`src/rtl/gpio_evt_pkg.sv`:
```
package gpio_evt_pkg;
  localparam int NPINS    = 5;
  localparam int SLOT_W   = 20;
  localparam int IDX_W    = 7;
  localparam int DATA_W   = 16;
  localparam int GPIO_LSB = 4;
  localparam int SUM_BIT  = 2;
  localparam int IRQ_BIT  = 0;

  localparam logic [IDX_W-1:0] IDX_WAKE  = 7'h52;
  localparam logic [IDX_W-1:0] IDX_PSTAT = 7'h54;
  localparam logic [IDX_W-1:0] IDX_ECFG  = 7'h70;
  localparam logic [IDX_W-1:0] IDX_ESTAT = 7'h7A;

  // Assemble the returned slot 12 word; unlisted bits stay zero.
  function automatic logic [SLOT_W-1:0] pack_slot12(
    input logic [NPINS-1:0] gpio,
    input logic             summary,
    input logic             irq
  );
    logic [SLOT_W-1:0] w;
    w = '0;
    w[GPIO_LSB +: NPINS] = gpio;
    w[SUM_BIT]           = summary;
    w[IRQ_BIT]           = irq;
    return w;
  endfunction

  // Pick per pin: echoed output level or synchronized input level.
  function automatic logic [NPINS-1:0] merge_levels(
    input logic [NPINS-1:0] dir_out,
    input logic [NPINS-1:0] echo,
    input logic [NPINS-1:0] sampled
  );
    return (dir_out & echo) | (~dir_out & sampled);
  endfunction
endpackage

```
`src/rtl/gpio_pin_sync.sv`:
```
module gpio_pin_sync #(
  parameter int N = 5
) (
  input  logic         clk,
  input  logic         rst_n,
  input  logic [N-1:0] pin_raw,
  output logic [N-1:0] lvl,
  output logic [N-1:0] chg
);
  for (genvar i = 0; i < N; i++) begin : g_pin
    logic s1_q, s2_q, s3_q;
    always_ff @(posedge clk or negedge rst_n) begin
      if (!rst_n) begin
        s1_q <= 1'b0;
        s2_q <= 1'b0;
        s3_q <= 1'b0;
      end else begin
        s1_q <= pin_raw[i];
        s2_q <= s1_q;
        s3_q <= s2_q;
      end
    end
    assign lvl[i] = s2_q;
    assign chg[i] = s2_q ^ s3_q;
  end
endmodule

```
`src/rtl/sticky_bank.sv`:
```
module sticky_bank #(
  parameter int W = 5
) (
  input  logic         clk,
  input  logic         rst_n,
  input  logic         clr_we,
  input  logic [W-1:0] keep_mask,
  input  logic [W-1:0] set,
  output logic [W-1:0] stat
);
  logic [W-1:0] stat_q;
  logic [W-1:0] kept;

  always_comb kept = clr_we ? (stat_q & keep_mask) : stat_q;

  always_ff @(posedge clk or negedge rst_n) begin
    if (!rst_n) stat_q <= '0;
    else        stat_q <= kept | set;
  end

  assign stat = stat_q;
endmodule

```
`src/rtl/gpio_evt_status.sv`:
```
module gpio_evt_status
  import gpio_evt_pkg::*;
#(
  parameter int NEVT = 16
) (
  input  logic                   clk,
  input  logic                   rst_n,
  input  logic                   frame_strobe,
  input  logic [SLOT_W-1:0]      ctl_slot12,
  input  logic [NPINS-1:0]       pin_in,
  input  logic [NPINS-1:0]       pin_dir,
  input  logic [NEVT-1:0]        evt_set,
  input  logic                   wr_en,
  input  logic [IDX_W-1:0]       wr_idx,
  input  logic [DATA_W-1:0]      wr_data,
  output logic [NPINS-1:0]       pin_out,
  output logic [SLOT_W-1:0]      slot12
);
  localparam int EVT_USED = (NEVT < DATA_W) ? NEVT : DATA_W;

  // Named internal events, also observed by the checker
  logic [NPINS-1:0] pin_lvl, pin_chg, pin_set, pin_stat;
  logic [NEVT-1:0]  evt_stat, evt_keep;
  logic             wake_we, pstat_we, ecfg_we, estat_we;
  logic             evt_sum, irq_flag;

  logic [NPINS-1:0] wake_q, out_q, echo_q;
  logic [NEVT-1:0]  ecfg_q;

  assign wake_we  = wr_en && (wr_idx == IDX_WAKE);
  assign pstat_we = wr_en && (wr_idx == IDX_PSTAT);
  assign ecfg_we  = wr_en && (wr_idx == IDX_ECFG);
  assign estat_we = wr_en && (wr_idx == IDX_ESTAT);

  gpio_pin_sync #(.N(NPINS)) u_sync (
    .clk     (clk),
    .rst_n   (rst_n),
    .pin_raw (pin_in),
    .lvl     (pin_lvl),
    .chg     (pin_chg)
  );

  assign pin_set = pin_chg & ~pin_dir & wake_q;

  sticky_bank #(.W(NPINS)) u_pin_stat (
    .clk       (clk),
    .rst_n     (rst_n),
    .clr_we    (pstat_we),
    .keep_mask (wr_data[NPINS-1:0]),
    .set       (pin_set),
    .stat      (pin_stat)
  );

  always_comb begin
    evt_keep = '1;
    evt_keep[EVT_USED-1:0] = wr_data[EVT_USED-1:0];
  end

  sticky_bank #(.W(NEVT)) u_evt_stat (
    .clk       (clk),
    .rst_n     (rst_n),
    .clr_we    (estat_we),
    .keep_mask (evt_keep),
    .set       (evt_set),
    .stat      (evt_stat)
  );

  always_ff @(posedge clk or negedge rst_n) begin
    if (!rst_n) begin
      wake_q <= '0;
      ecfg_q <= '0;
    end else begin
      if (wake_we) wake_q <= wr_data[NPINS-1:0];
      if (ecfg_we) ecfg_q[EVT_USED-1:0] <= wr_data[EVT_USED-1:0];
    end
  end

  // Output levels load at a frame boundary; the echo trails by one frame
  always_ff @(posedge clk or negedge rst_n) begin
    if (!rst_n) begin
      out_q  <= '0;
      echo_q <= '0;
    end else if (frame_strobe) begin
      out_q  <= ctl_slot12[GPIO_LSB +: NPINS];
      echo_q <= out_q;
    end
  end

  assign evt_sum  = |(evt_stat & ecfg_q);
  assign irq_flag = (|(pin_stat & wake_q)) | evt_sum;

  assign pin_out = out_q;
  assign slot12  = pack_slot12(merge_levels(pin_dir, echo_q, pin_lvl), evt_sum, irq_flag);
endmodule

```
`config.mk`:
```
export PLATFORM = sky130hd
export DESIGN_NAME = gpio_evt_status
export DESIGN_NICKNAME = d
export VERILOG_FILES = /design/src/rtl/gpio_evt_pkg.sv /design/src/rtl/gpio_pin_sync.sv /design/src/rtl/sticky_bank.sv /design/src/rtl/gpio_evt_status.sv
export SDC_FILE = /design/constraint.sdc
export NUM_CORES = 1
export LEC_CHECK = 0
export ABC_AREA = 1
export BUFFER_PORTS_ARGS = -buffer_cell sky130_fd_sc_hd__buf_2
export CELL_PAD_IN_SITES_DETAIL_PLACEMENT = 0
export CELL_PAD_IN_SITES_GLOBAL_PLACEMENT = 1
export CORE_ASPECT_RATIO = 0.6
export CORE_MARGIN = 3
export CORE_UTILIZATION = 33
export DETAILED_ROUTE_END_ITERATION = 16
export GPL_TIMING_DRIVEN = 0
export PLACE_DENSITY = 0.79
export SLEW_MARGIN = 0
export SYNTH_ARGS = -nofsm -noshare
export SYNTH_HDL_FRONTEND = slang
export SYNTH_SLANG_ARGS = --single-unit
```
`constraint.sdc`:
```
create_clock -name clk -period 1.05 [get_ports clk]
set_input_delay 0.21 -clock clk [delete_from_list [all_inputs] [get_ports clk]]
set_output_delay 0.21 -clock clk [all_outputs]
set_load 0.01 [all_outputs]
```
Word-level counts from Yosys, hierarchy flattened
Cells that the tools add are included.
{ "op_classes": {"eq_ne": 4, "bitwise": 18, "add_sub_neg": 0, "div_mod_pow": 0, "multipliers": 0, "order_cmp": 0, "n_mux": 2, "reduce_logical": 6, "shifts": 0} }
{ "op_table": {"columns": ["operator", "count"], "rows": [
  ["$and 16x16->16", 2],
  ["$and 5x5->5", 6],
  ["$eq 7x7->1 const B", 4],
  ["$mux 16", 1],
  ["$or 16x16->16", 1],
  ["$reduce_or 16->1", 1],
  ["$or 5x5->5", 2],
  ["$mux 5", 1],
  ["$not 5->5", 1],
  ["$reduce_or 5->1", 1],
  ["$xor 1x1->1", 5],
  ["$logic_and 1x1->1", 4],
  ["$or 1x1->1", 1]
]} }
{ "word_totals": {"output_inout_bits": 25, "mem_bits_rw": 0, "mem_bits_ro": 0, "memories": 0, "ff_bits": 67, "latchBits": 0, "wordCells": 51, "input_bits": 73} }

Logic depth before layout (Yosys ltp)
{ "depth": {"word_depth": 4, "mapped_depth": 7} }

Modules after synthesis
A second synthesis with hierarchy kept.
{ "unflattened": {"cells_unflattened": 383, "hier_area_um2": 3231.8} }
{ "modules_own_cells": {"columns": ["mod", "n_inst", "area_each_um2", "seq_area_each_um2", "cells_per_inst"], "rows": [
  ["gpio_evt_status", 1, 1749.2, 775.7, 210],
  ["sticky_bank (u_evt_stat)", 1, 757.0, 400.4, 98],
  ["gpio_pin_sync", 1, 506.7, 375.4, 45],
  ["sticky_bank (u_pin_stat)", 1, 219.0, 125.1, 30]
]} }

Least setup slack after synthesis
No wires, ideal clock.
{ "synth_timing": {"path_kind": "reg-to-output", "start": "register ecfg_q[11]", "end": "output slot12[0]", "arrival_time_ps": 897, "stages_incl_launch_ff": 8, "path_slack_ps": -57, "path_cell_list": "dfrtp_1 nand2_1 nand2_1 nor2_1 nand2_1 nor2_1 nand2_1 buf_4"} }
{ "synth_between": {"elab_chain_len": 3} }
{ "synth_rtl": {"columns": ["item", "line_no", "rtl"], "rows": [
  ["start: declaration", "gpio_evt_status.sv:28", "logic [NEVT-1:0] ecfg_q;"],
  ["start signal: indexed assignment", "gpio_evt_status.sv:74", "if (ecfg_we) ecfg_q[EVT_USED-1:0] <= wr_data[EVT_USED-1:0];"],
  ["$and 16x16->16", "gpio_evt_status.sv:89", "assign evt_sum = |(evt_stat & ecfg_q);"],
  ["$reduce_or 16->1", "gpio_evt_status.sv:89", null],
  ["$or 1x1->1", "gpio_evt_status.sv:90", "assign irq_flag = (|(pin_stat & wake_q)) | evt_sum;"],
  ["end: declaration", "gpio_evt_status.sv:17", "output logic [SLOT_W-1:0] slot12"]
]} }
No other way between the ends.

Worst setup path in the final report
{ "layout_timing": {"start": "register u_evt_stat.stat_q[7] (netlist: u_evt_stat.stat[7])", "end": "output slot12[0]"} }
{ "layout_between": {"elab_chain_len": 3} }
{ "layout_rtl": {"columns": ["item", "line_no", "rtl"], "rows": [
  ["start: declaration", "sticky_bank.sv:11", "logic [W-1:0] stat_q;"],
  ["start signal: assignment", "sticky_bank.sv:18", "else stat_q <= kept | set;"],
  ["$and 16x16->16", "gpio_evt_status.sv:89", null],
  ["$reduce_or 16->1", "gpio_evt_status.sv:89", null],
  ["$or 1x1->1", "gpio_evt_status.sv:90", null]
]} }
No other way between the ends.

==> results.cfg <==
[power]
vdd_drop_max_mv = 0.848
p_leak_nw = 2.12
power_density_nw_per_um2 = 1710

[placement]
placedInstanceArea_um2 = 3530
routabilityCongestion = 0.785
port_buffers = 68
place_hpwl_mm = 4.85
place_inst = 532

[setup_path]
arrival_ns = 1.43
reg2regPathDepth = 5
r2r_start = u_sync.g_pin[0].s2_q$_DFF_PN0_
worst-r2r-setup-slack_ns = 0.05
worstSetupStartpointType = flip-flop
crit_type = reg2out
worstPathRequired_ns = 0.84
critPathMaxFanout = 2
end_kind = output port
reg2reg_to = u_pin_stat.stat[0]$_DFF_PN0_

[finish]
layout_commonest_cell = nand2_1
area_growth_pct = 32.6
fin_area_um2 = 3970
final_layout_size_suffix_gt1_frac = 0.310
diodes = 0
final_core_util = 0.458
nFillCells = 847
instances_no_fill = 563
final_cell_mix = nand2_1, dfrtp_1, buf_2
layout.nets = 519

[floorplan]
chipWidth_um = 129
ios = 98
rows = 26
start_util = 0.346
die_y_um = 79.7
dieArea_um2 = 10300
core-area_um2 = 8650

[grt]
grtUsageTotal = 0.138
grt_start_max_net_pins = 68
grt_pass1_wl_mm = 11.0
antenna_found_initial = 0
grt-ovfl-total = 0
grt_pass1_vias = 2308

[detailed_routing]
drtIter0Drc = 91
first_pass_iters = 4
drt_wl_total_mm = 6.67
num_vias = 2379
via_per_inst = 4.23
ant_nets = 0
wire_per_inst_um = 11.8
drc = 0

[yosys]
ys_seq_area_frac = 0.561
ys_warn_count = 0
synth_area_um2 = 2990
synth_cell_types = 21
synth-seq-cells = 67
syn_inst = 340
syn_avg_cell_area_um2 = 8.80

[timing]
worst_slew_pin_slew_ns = 0.844
final.setup_skew_ns = 0.00428
period_minus_slack_ns = 1.64
post-route-period-util = 1.57
slew_headroom = 0.437
hold_viol = 26
fmax_ghz = 0.608
setup_slack_ns = -0.595
rsz0062_at_grt = true
drv_slew = 0
setup_violations = 10
whs_ns = -0.0172
finalSetupTns_ns = -1.70

[clocking]
cts-root-buf = clkbuf_16
cts.sinks = 67
cts_tree = yes
numCtsBuffers = 9
clockBufferDepth = 2
htreeDepth = 3
clkSlewWorstSetupHoldPaths_ns = 0.05
clock_latency_ns = 0.33

[hold_path]
hold_path.class = in2async

[outcome]
outcome = finished, violations left
failed_checks = negative hold slack, negative setup slack

[run]
cap_violations = 0
[worst max-delay path by stage]
| stage | from | slack [ns] | endpoint | cells past startpoint |
|---|---|---|---|---|
| detailed placement | u_evt_stat.stat[6]$_DFF_PN0_ | -0.40 | slot12[0] | 8 |
| global route | ecfg_q[5]$_DFFE_PN0P_ | -0.68 | slot12[0] | 7 |
| global placement | rst_n | -0.55 | u_evt_stat.stat[14]$_DFF_PN0_ | 1 |
| CTS | u_evt_stat.stat[5]$_DFF_PN0_ | -0.59 | slot12[0] | 7 |
| finish | u_evt_stat.stat[7]$_DFF_PN0_ | -0.59 | slot12[0] | 7 |
| floorplan | ecfg_q[1]$_DFFE_PN0P_ | -0.06 | slot12[0] | 7 |
[metal layers]
layer,wire length [um],share of wire,GRT usage,vias up
li1,-,-,-,1237
met1,3380,0.51,0.194,1080
met2,2820,0.42,0.201,52
met3,378,0.057,0.0441,10
met4,95,0.014,0.0472,0
met5,0,0,0,-
[power breakdown]
group          leakage [nW]  total (W)  switching, W  internal, W
sequential            0.780    0.00291      0.000109      0.00280
combinational          1.20   0.000898      0.000482     0.000416
clock                 0.145    0.00296       0.00107      0.00189
total                  2.12    0.00676       0.00166      0.00510
[area by class of cell]
type,count,area (um2),area share
well taps,112,140,0.0353
clock inverters,5,52.6,0.0132
plain buffers,20,165,0.0416
clock buffers,11,243,0.0612
flip-flops and latches,67,1680,0.423
multi-input cells,215,1010,0.256
inverters,48,180,0.0454
repair buffers,85,495,0.125
[kinds of logic after synthesis]
kind of cell,Yosys count,share of synthesized area
and+or+nand+nor,157,0.224
buffers and inverters,70,0.120
DFF,67,0.561
AOI/OAI and AO/OA,41,0.0787
muxes,4,0.0151
other,1,0.00125
[flip-flops by register name, summed over array words and instances, names as in the netlist]
signal / cells
u_sync.g_pin.s1_q: 5
echo_q: 5
u_evt_stat.stat: 16
u_sync.g_pin.s2_q: 5
pin_out: 5
u_sync.g_pin.s3_q: 5
ecfg_q: 16
wake_q: 5
u_pin_stat.stat: 5
[cells in the mapped netlist]
cell type | count | area (um2)
nand2_1 | 116 | 435
dfrtp_1 | 67 | 1680
inv_1 | 47 | 176
nand3_1 | 24 | 120
buf_4 | 15 | 113
o21ai_0 | 14 | 70.1
o21ai_1 | 13 | 65.1
nor2_1 | 10 | 37.5
o21ai_2 | 8 | 70.1
a21oi_1 | 6 | 30.0
buf_6 | 4 | 45.0
mux2_2 | 4 | 45.0
nand3_4 | 2 | 35.0
nor2_2 | 2 | 12.5
nor2_4 | 2 | 22.5
buf_2 | 1 | 5.00
clkbuf_1 | 1 | 3.75
clkbuf_8 | 1 | 13.8
conb_1 | 1 | 3.75
inv_2 | 1 | 3.75
nand2_2 | 1 | 6.26
[worst max-delay path, cell delays in order (launching register included)]
cell	delay, ns
dfrtp_1	0.39
nand2_1	0.06
nand2_1	0.06
nor2_2	0.14
nand2_1	0.08
nor2_2	0.15
nand2_1	0.10
buf_6	0.13
[repair_timing]
item | CTS | global route
hold buffers | 5 | 0
setup buffers | 7 | 5
setup endpoints to repair | 12 | 12
resized for setup | 9 | 3
endpoints found under the hold margin | 5 | 0
pin swaps | 14 | 8
[stage by stage]
step	worst slack, ns	power (W)
6_report	-0.595	0.00676
5_1_grt	-0.682	0.00709
4_1_cts	-0.592	0.00683
3_5_place_dp	-0.397	0.00380
3_3_place_gp	-0.548	0.00378
2_1_floorplan	-0.0555	0.00345
Note: power is estimated with default switching activity, not from simulation.
